<file path="src/rtl/cwd_pkg.sv">
package cwd_pkg;

    typedef enum logic [1:0] {
        ST_IDLE    = 2'd0,
        ST_RUN     = 2'd1,
        ST_EXPIRED = 2'd2,
        ST_HOLD    = 2'd3
    } cwd_state_e;

    typedef struct packed {
        cwd_state_e state;
    } cwd_ctrl_t;

endpackage

</file>
<file path="src/rtl/cwd_timer.sv">
module cwd_timer #(
    parameter int TIMEOUT_CYC = 1000
) (
    input  logic clk,
    input  logic rst_n,
    input  logic active,
    input  logic clear,
    input  logic defeat,
    output logic expire
);
    localparam int CW = (TIMEOUT_CYC > 1) ? $clog2(TIMEOUT_CYC) : 1;
    localparam logic [CW-1:0] LAST = CW'(TIMEOUT_CYC - 1);

    typedef struct packed {
        logic [CW-1:0] cnt;
    } tmr_t;

    tmr_t r_d, r_q;
    logic at_last;

    always_comb begin
        r_d     = r_q;
        at_last = (r_q.cnt == LAST);
        expire  = active && !clear && !defeat && at_last;
        if (!active || clear) begin
            r_d.cnt = '0;
        end else if (!at_last) begin
            r_d.cnt = r_q.cnt + 1'b1;
        end
    end

    always_ff @(posedge clk or negedge rst_n) begin
        if (!rst_n) begin
            r_q <= '0;
        end else begin
            r_q <= r_d;
        end
    end
endmodule

</file>
<file path="src/rtl/cwd_ctrl.sv">
module cwd_ctrl
    import cwd_pkg::*;
(
    input  logic       clk,
    input  logic       rst_n,
    input  logic       bal_start,
    input  logic       exec_cmd,
    input  logic       pause_in,
    input  logic       expire,
    output cwd_state_e state_q,
    output logic       active
);
    cwd_ctrl_t c_d, c_q;

    always_comb begin
        c_d = c_q;
        unique case (c_q.state)
            ST_IDLE: begin
                if (bal_start) c_d.state = ST_RUN;
            end
            ST_RUN: begin
                if (expire)        c_d.state = ST_EXPIRED;
                else if (pause_in) c_d.state = ST_HOLD;
            end
            ST_HOLD: begin
                if (expire)         c_d.state = ST_EXPIRED;
                else if (!pause_in) c_d.state = ST_RUN;
            end
            ST_EXPIRED: begin
                if (exec_cmd) c_d.state = ST_RUN;
            end
            default: c_d.state = ST_IDLE;
        endcase
    end

    always_ff @(posedge clk or negedge rst_n) begin
        if (!rst_n) begin
            c_q.state <= ST_IDLE;
        end else begin
            c_q <= c_d;
        end
    end

    assign state_q = c_q.state;
    assign active  = (c_q.state == ST_RUN) || (c_q.state == ST_HOLD);
endmodule

</file>
<file path="src/rtl/cwd_watchdog.sv">
module cwd_watchdog
    import cwd_pkg::*;
#(
    parameter int TIMEOUT_CYC = 1000
) (
    input  logic clk,
    input  logic rst_n,
    input  logic byte_valid,
    input  logic exec_cmd,
    input  logic bal_start,
    input  logic pause_in,
    input  logic defeat,
    output logic run_ok,
    output logic wdt_pin
);
    cwd_state_e state_q;
    logic       active;
    logic       expire;
    logic       clear;

    assign clear = byte_valid || exec_cmd;

    cwd_timer #(.TIMEOUT_CYC(TIMEOUT_CYC)) u_timer (
        .clk    (clk),
        .rst_n  (rst_n),
        .active (active),
        .clear  (clear),
        .defeat (defeat),
        .expire (expire)
    );

    cwd_ctrl u_ctrl (
        .clk       (clk),
        .rst_n     (rst_n),
        .bal_start (bal_start),
        .exec_cmd  (exec_cmd),
        .pause_in  (pause_in),
        .expire    (expire),
        .state_q   (state_q),
        .active    (active)
    );

    // Pause masks the permit at once; the pin is pulled low while active,
    // and an external high drive wins over the pull-down.
    assign run_ok  = (state_q == ST_RUN) && !pause_in;
    assign wdt_pin = !active || pause_in;
endmodule

</file>
<file path="config.mk">
export PLATFORM = sky130hd
export DESIGN_NAME = cwd_watchdog
export DESIGN_NICKNAME = d
export VERILOG_FILES = /design/src/rtl/cwd_pkg.sv /design/src/rtl/cwd_timer.sv /design/src/rtl/cwd_ctrl.sv /design/src/rtl/cwd_watchdog.sv
export SDC_FILE = /design/constraint.sdc
export NUM_CORES = 1
export LEC_CHECK = 0
export ABC_AREA = 1
export BUFFER_PORTS_ARGS = -buffer_cell sky130_fd_sc_hd__buf_2
export CAP_MARGIN = 20
export CORE_MARGIN = 2
export CORE_UTILIZATION = 35
export CTS_CLUSTER_DIAMETER = 40
export DETAILED_ROUTE_END_ITERATION = 12
export MAX_ROUTING_LAYER = met4
export PLACE_DENSITY = 0.6
export SYNTH_ARGS = -nofsm -noshare
export SYNTH_HDL_FRONTEND = slang
export SYNTH_HIERARCHICAL = 1
export SYNTH_SLANG_ARGS = --single-unit
</file>
<file path="constraint.sdc">
create_clock -name clk -period 1.67 [get_ports clk]
set_input_delay 0.2505 -clock clk [delete_from_list [all_inputs] [get_ports clk]]
set_output_delay 0.2505 -clock clk [all_outputs]
set_load 0.1 [all_outputs]
</file>
# ---- Word level (Yosys, flattened, before mapping)
# Index checks and enable logic that the tools add are counted.
dict set report word_totals {
  elab_cells 35
  input_bits 7
  out_inout_bits 2
  regBits 12
}
dict set report op_classes {
  n_eq_ne 9
  reduce_logical 14
  addsub 1
  n_mux 9
}
# operator n
set ops {}
lappend ops {{2-to-1 mux 10 bit} 2}
lappend ops {{2-to-1 mux 2 bit} 6}
lappend ops {{adder 10 x 1 -> 10 bit (second input constant)} 1}
lappend ops {{equality test 10 bit (second input constant)} 1}
lappend ops {{one-hot mux 2 bit (4 select lines)} 1}
lappend ops {{inequality test 2 bit (second input constant)} 3}
lappend ops {{inequality test 3 bit (second input constant)} 2}
lappend ops {{equality test 2 bit (second input constant)} 2}
lappend ops {{logical AND 1 bit} 4}
lappend ops {{zero test 1 bit} 4}
lappend ops {{logical OR 1 bit} 4}
lappend ops {{AND reduction 4 bit} 1}
lappend ops {{equality test 2 x 1 -> 1 bit (second input constant)} 1}
lappend ops {{zero test 2 bit} 1}

# ---- Logic depth before layout (Yosys ltp)
dict set report depth {
  depth_word 7
  ltp_mapped 11
  mapped_depth_nobuf 11
}

# ---- By module
# Netlist, hierarchy kept.
# module seq_area_each_um2 area_per_inst_um2 cells_per_inst n_inst
set modules_own_cells {}
lappend modules_own_cells {cwd_timer 250.2 630.6 83 1}
lappend modules_own_cells {cwd_ctrl 50.0 153.9 20 1}
lappend modules_own_cells {cwd_watchdog 0.0 21.3 5 1}

# ---- Least setup slack after synthesis
# Ideal clock, no wire load.
dict set report synth_timing {
  path_type {register to output}
  start {register u_ctrl.c_q, in the netlist u_ctrl/state_q[0]}
  end {output port run_ok}
  path_stages_with_launch 3
  n_path_buf 0
  slack_ps -266
  t_required_ps 1419
  arrival_time_ps 1686
  path_cell_list {dfrtp_1 > nand2_1 > nor2_1}
}
dict set report synth_via {
  elab_chain_len 2
}
# item line
set synth_rtl {}
lappend synth_rtl {{start: declaration} cwd_ctrl.sv:13} ;# cwd_ctrl_t c_d, c_q;
lappend synth_rtl {{equality test 2 x 1 -> 1 bit} cwd_watchdog.sv:45} ;# assign run_ok = (state_q == ST_RUN) && !pause_in;
lappend synth_rtl {{logical AND 1 bit} cwd_watchdog.sv:45}
lappend synth_rtl {{end: declaration} cwd_watchdog.sv:13} ;# output logic run_ok,
# No other way between the ends.

# ---- Worst setup path after layout
# Ends and elaborated chain as after synthesis.

==> impl_metrics.tcl <==
set metrics [dict create \
    status "complete, no violations" \
    ys_async_sr_fraction_pct 100.0 \
    arrival_ns 1.26 \
    synth_area_leader_cell "dfrtp_1" \
    ir_drop_uv 535.1 \
    hold_violations 0 \
    globalplace.congestion 0.8899 \
    coreArea_mm2 0.002191 \
    num_vias 672 \
    ant_nets 0 \
    gr-usage-met3_pct 1.724 \
    io_buffers 8 \
    vias_per_cell 4.541 \
    grt-ovfl-total 0 \
    crit_type "flip-flop to output pin" \
    whs_ns 0.3391 \
    finalSetupViolCount 0 \
    path_max_fanout 5 \
    nets 130 \
    leakagePower_nw 0.4442 \
    antenna_cells 0 \
    wire_per_inst_um 10.82 \
    min_period_ns 1.515 \
    max_freq_mhz 659.9 \
    ys.flop_type "dfrtp_1" \
    syn_to_final_growth_pct 14.44 \
    cts_resized 0 \
    dr.pass1.iters 4 \
    grtUsageMet2_pct 25.32 \
    drc 0 \
    rows 17 \
    netlist_instances 108 \
    grt_antenna_before_repair 0 \
    grt_usage_pct 15.07 \
    yosys-top-cells-area "dfrtp_1 (37%), nand2_1 (12%), nor2_1 (7.5%)" \
    dp_hpwl_um 1276 \
    maxCapViolations 0 \
    synth_edf_count 0 \
    fin_tns_setup_ns 0 \
    fill_cells 235 \
    min_path_type "input pin to flip-flop" \
    die_x_um 51.98 \
    synth-seq-area-share_pct 37.27 \
    worst_slew_pin_slew_ns 0.4838 \
    initial_utilization_pct 36.78 \
    dieArea_mm2 0.002702 \
    synth_seq_cells 12 \
    skew_ns 0.005713 \
    final_cells 148 \
    finalMaxSlewViolations 0 \
    fin_util_pct 42.09 \
    num_io_pins 9 \
    drive_above_1_share_pct 30.00 \
    grt_first_pass_wirelength_um 2856 \
    first_global_vias 674 \
    synth_commonest_cells "nand2_1 (26), nor2_1 (16), dfrtp_1 (12), inv_1 (10), nand3_1 (7)" \
    insertion_delay_ns 0.26 \
    clk_pin_slew_ns 0.07 \
    rsz0062_at_grt "no" \
    htree_levels 1 \
    yosysMostFrequentCell "nand2_1" \
    die_y_um 51.98 \
    dp_cells 144 \
    syn_area_um2 805.8 \
    global_route.peak_usage_layer "met2" \
    syn_area_per_cell_um2 7.461 \
    use_met1_pct 17.08 \
    wl_um 1602 \
    ys_types 24 \
    cts_tree "done" \
    drtIter0Drc 13 \
    ys.warnings.count 6 \
    slew_headroom_pct 67.97 \
    end_kind "output pin" \
    cp_data_required_time_ns 1.42 \
    cts-root-buf "clkbuf_4" \
    period_share_pct 90.74 \
    syn-num-nets 116 \
    cts.sinks 12 \
    grt_max_degree 13 \
    fin_total_pwr_mw 0.6777 \
    numCtsBuffers 3 \
    power_density_mw_per_mm2 734.9 \
    synth_top_area_share_pct 37.27 \
    start_kind "flip-flop" \
    cts_buffer_depth 2 \
]
cell usage in the layout (no fill, tap or decap):
cell type / count
nand2_1: 26
nor2_1: 15
dfrtp_1: 12
inv_1: 10
buf_2: 8
nand3_1: 7
inv_2: 5
nand2_2: 5
nor2_2: 3
clkbuf_4: 3
nand3_2: 3
nor2_4: 3
o21ai_0: 3
buf_4: 3
o21a_1: 2
a21oi_1: 2
nand4_1: 2
or2_1: 1
dlygate4sd3_1: 1
nor2_8: 1
nand3_4: 1
nor3b_1: 1
nand3b_1: 1
a21oi_2: 1
ha_1: 1
metrics by stage:
step	area, um2	setup WS (ns)
after detailed placement	889.6	0.1835
after CTS	922.1	0.1356
after global placement	889.6	0.2086
final	922.1	0.1546
after floorplan	808.3	0.1928
after global routing	922.1	0.05085
critical path, cell delays in order, from the launching register on:
cell     delay [ns]
dfrtp_1        0.43
nand2_1        0.09
nor2_2         0.07
buf_2          0.42
final cells by class:
cell class,instances,area [um2],share of cell area [%]
clock buffer,3,22.52,2.442
inverter,15,56.30,6.106
multi-input combinational,78,435.4,47.22
sequential,12,300.3,32.56
tap,28,35.03,3.799
timing repair buffer,12,72.57,7.870
final timing paths:
path | start | end | slack (ns) | depth (start not counted)
max reg2reg | u_timer/r_q[0] | u_ctrl/state_q[1] | 0.21 | 10
min | bal_start | u_ctrl/state_q[0] | 0.34 | 4
min reg2reg | u_timer/r_q[7] | u_timer/r_q[7] | 0.58 | 2
min in group asynchronous | rst_n | u_timer/r_q[5] | 0.39 | 2
max in group asynchronous | rst_n | u_ctrl/state_q[0] | 1.05 | 2
max | u_ctrl/state_q[0] | run_ok | 0.15 | 3
power breakdown:
group	leakage [nW]	internal [mW]	switching (mW)
clock	0.0138	0.0832	0.0858
sequential	0.159	0.305	0.0233
combinational	0.271	0.0526	0.127
metal layers:
layer,routed length [um],up-vias
met5,0,-
met4,23,0
met3,30,2
met2,841,5
met1,707,305
li1,-,360
timing repair:
action / CTS / global route
endpoints found under the hold margin: 12 / 0
setup buffers: 0 / 0
hold buffers: 1 / 0
registers in the layout (all words and copies together) (netlist names):
name / cells
u_ctrl/state_q: 2
u_timer/r_q: 10
kinds of logic (layout without fill, tap and decap cells):
| kind of cell | Yosys count | in the layout | synth area share [%] |
|---|---|---|---|
| buffers and inverters | 18 | 30 | 9.006 |
| DFF | 12 | 12 | 37.27 |
| adders and majority gates | 1 | 1 | 1.553 |
| and+or+nand+nor | 69 | 69 | 46.12 |
| AOI/OAI and AO/OA | 8 | 8 | 6.055 |
Power figures use the tool's default switching activity.
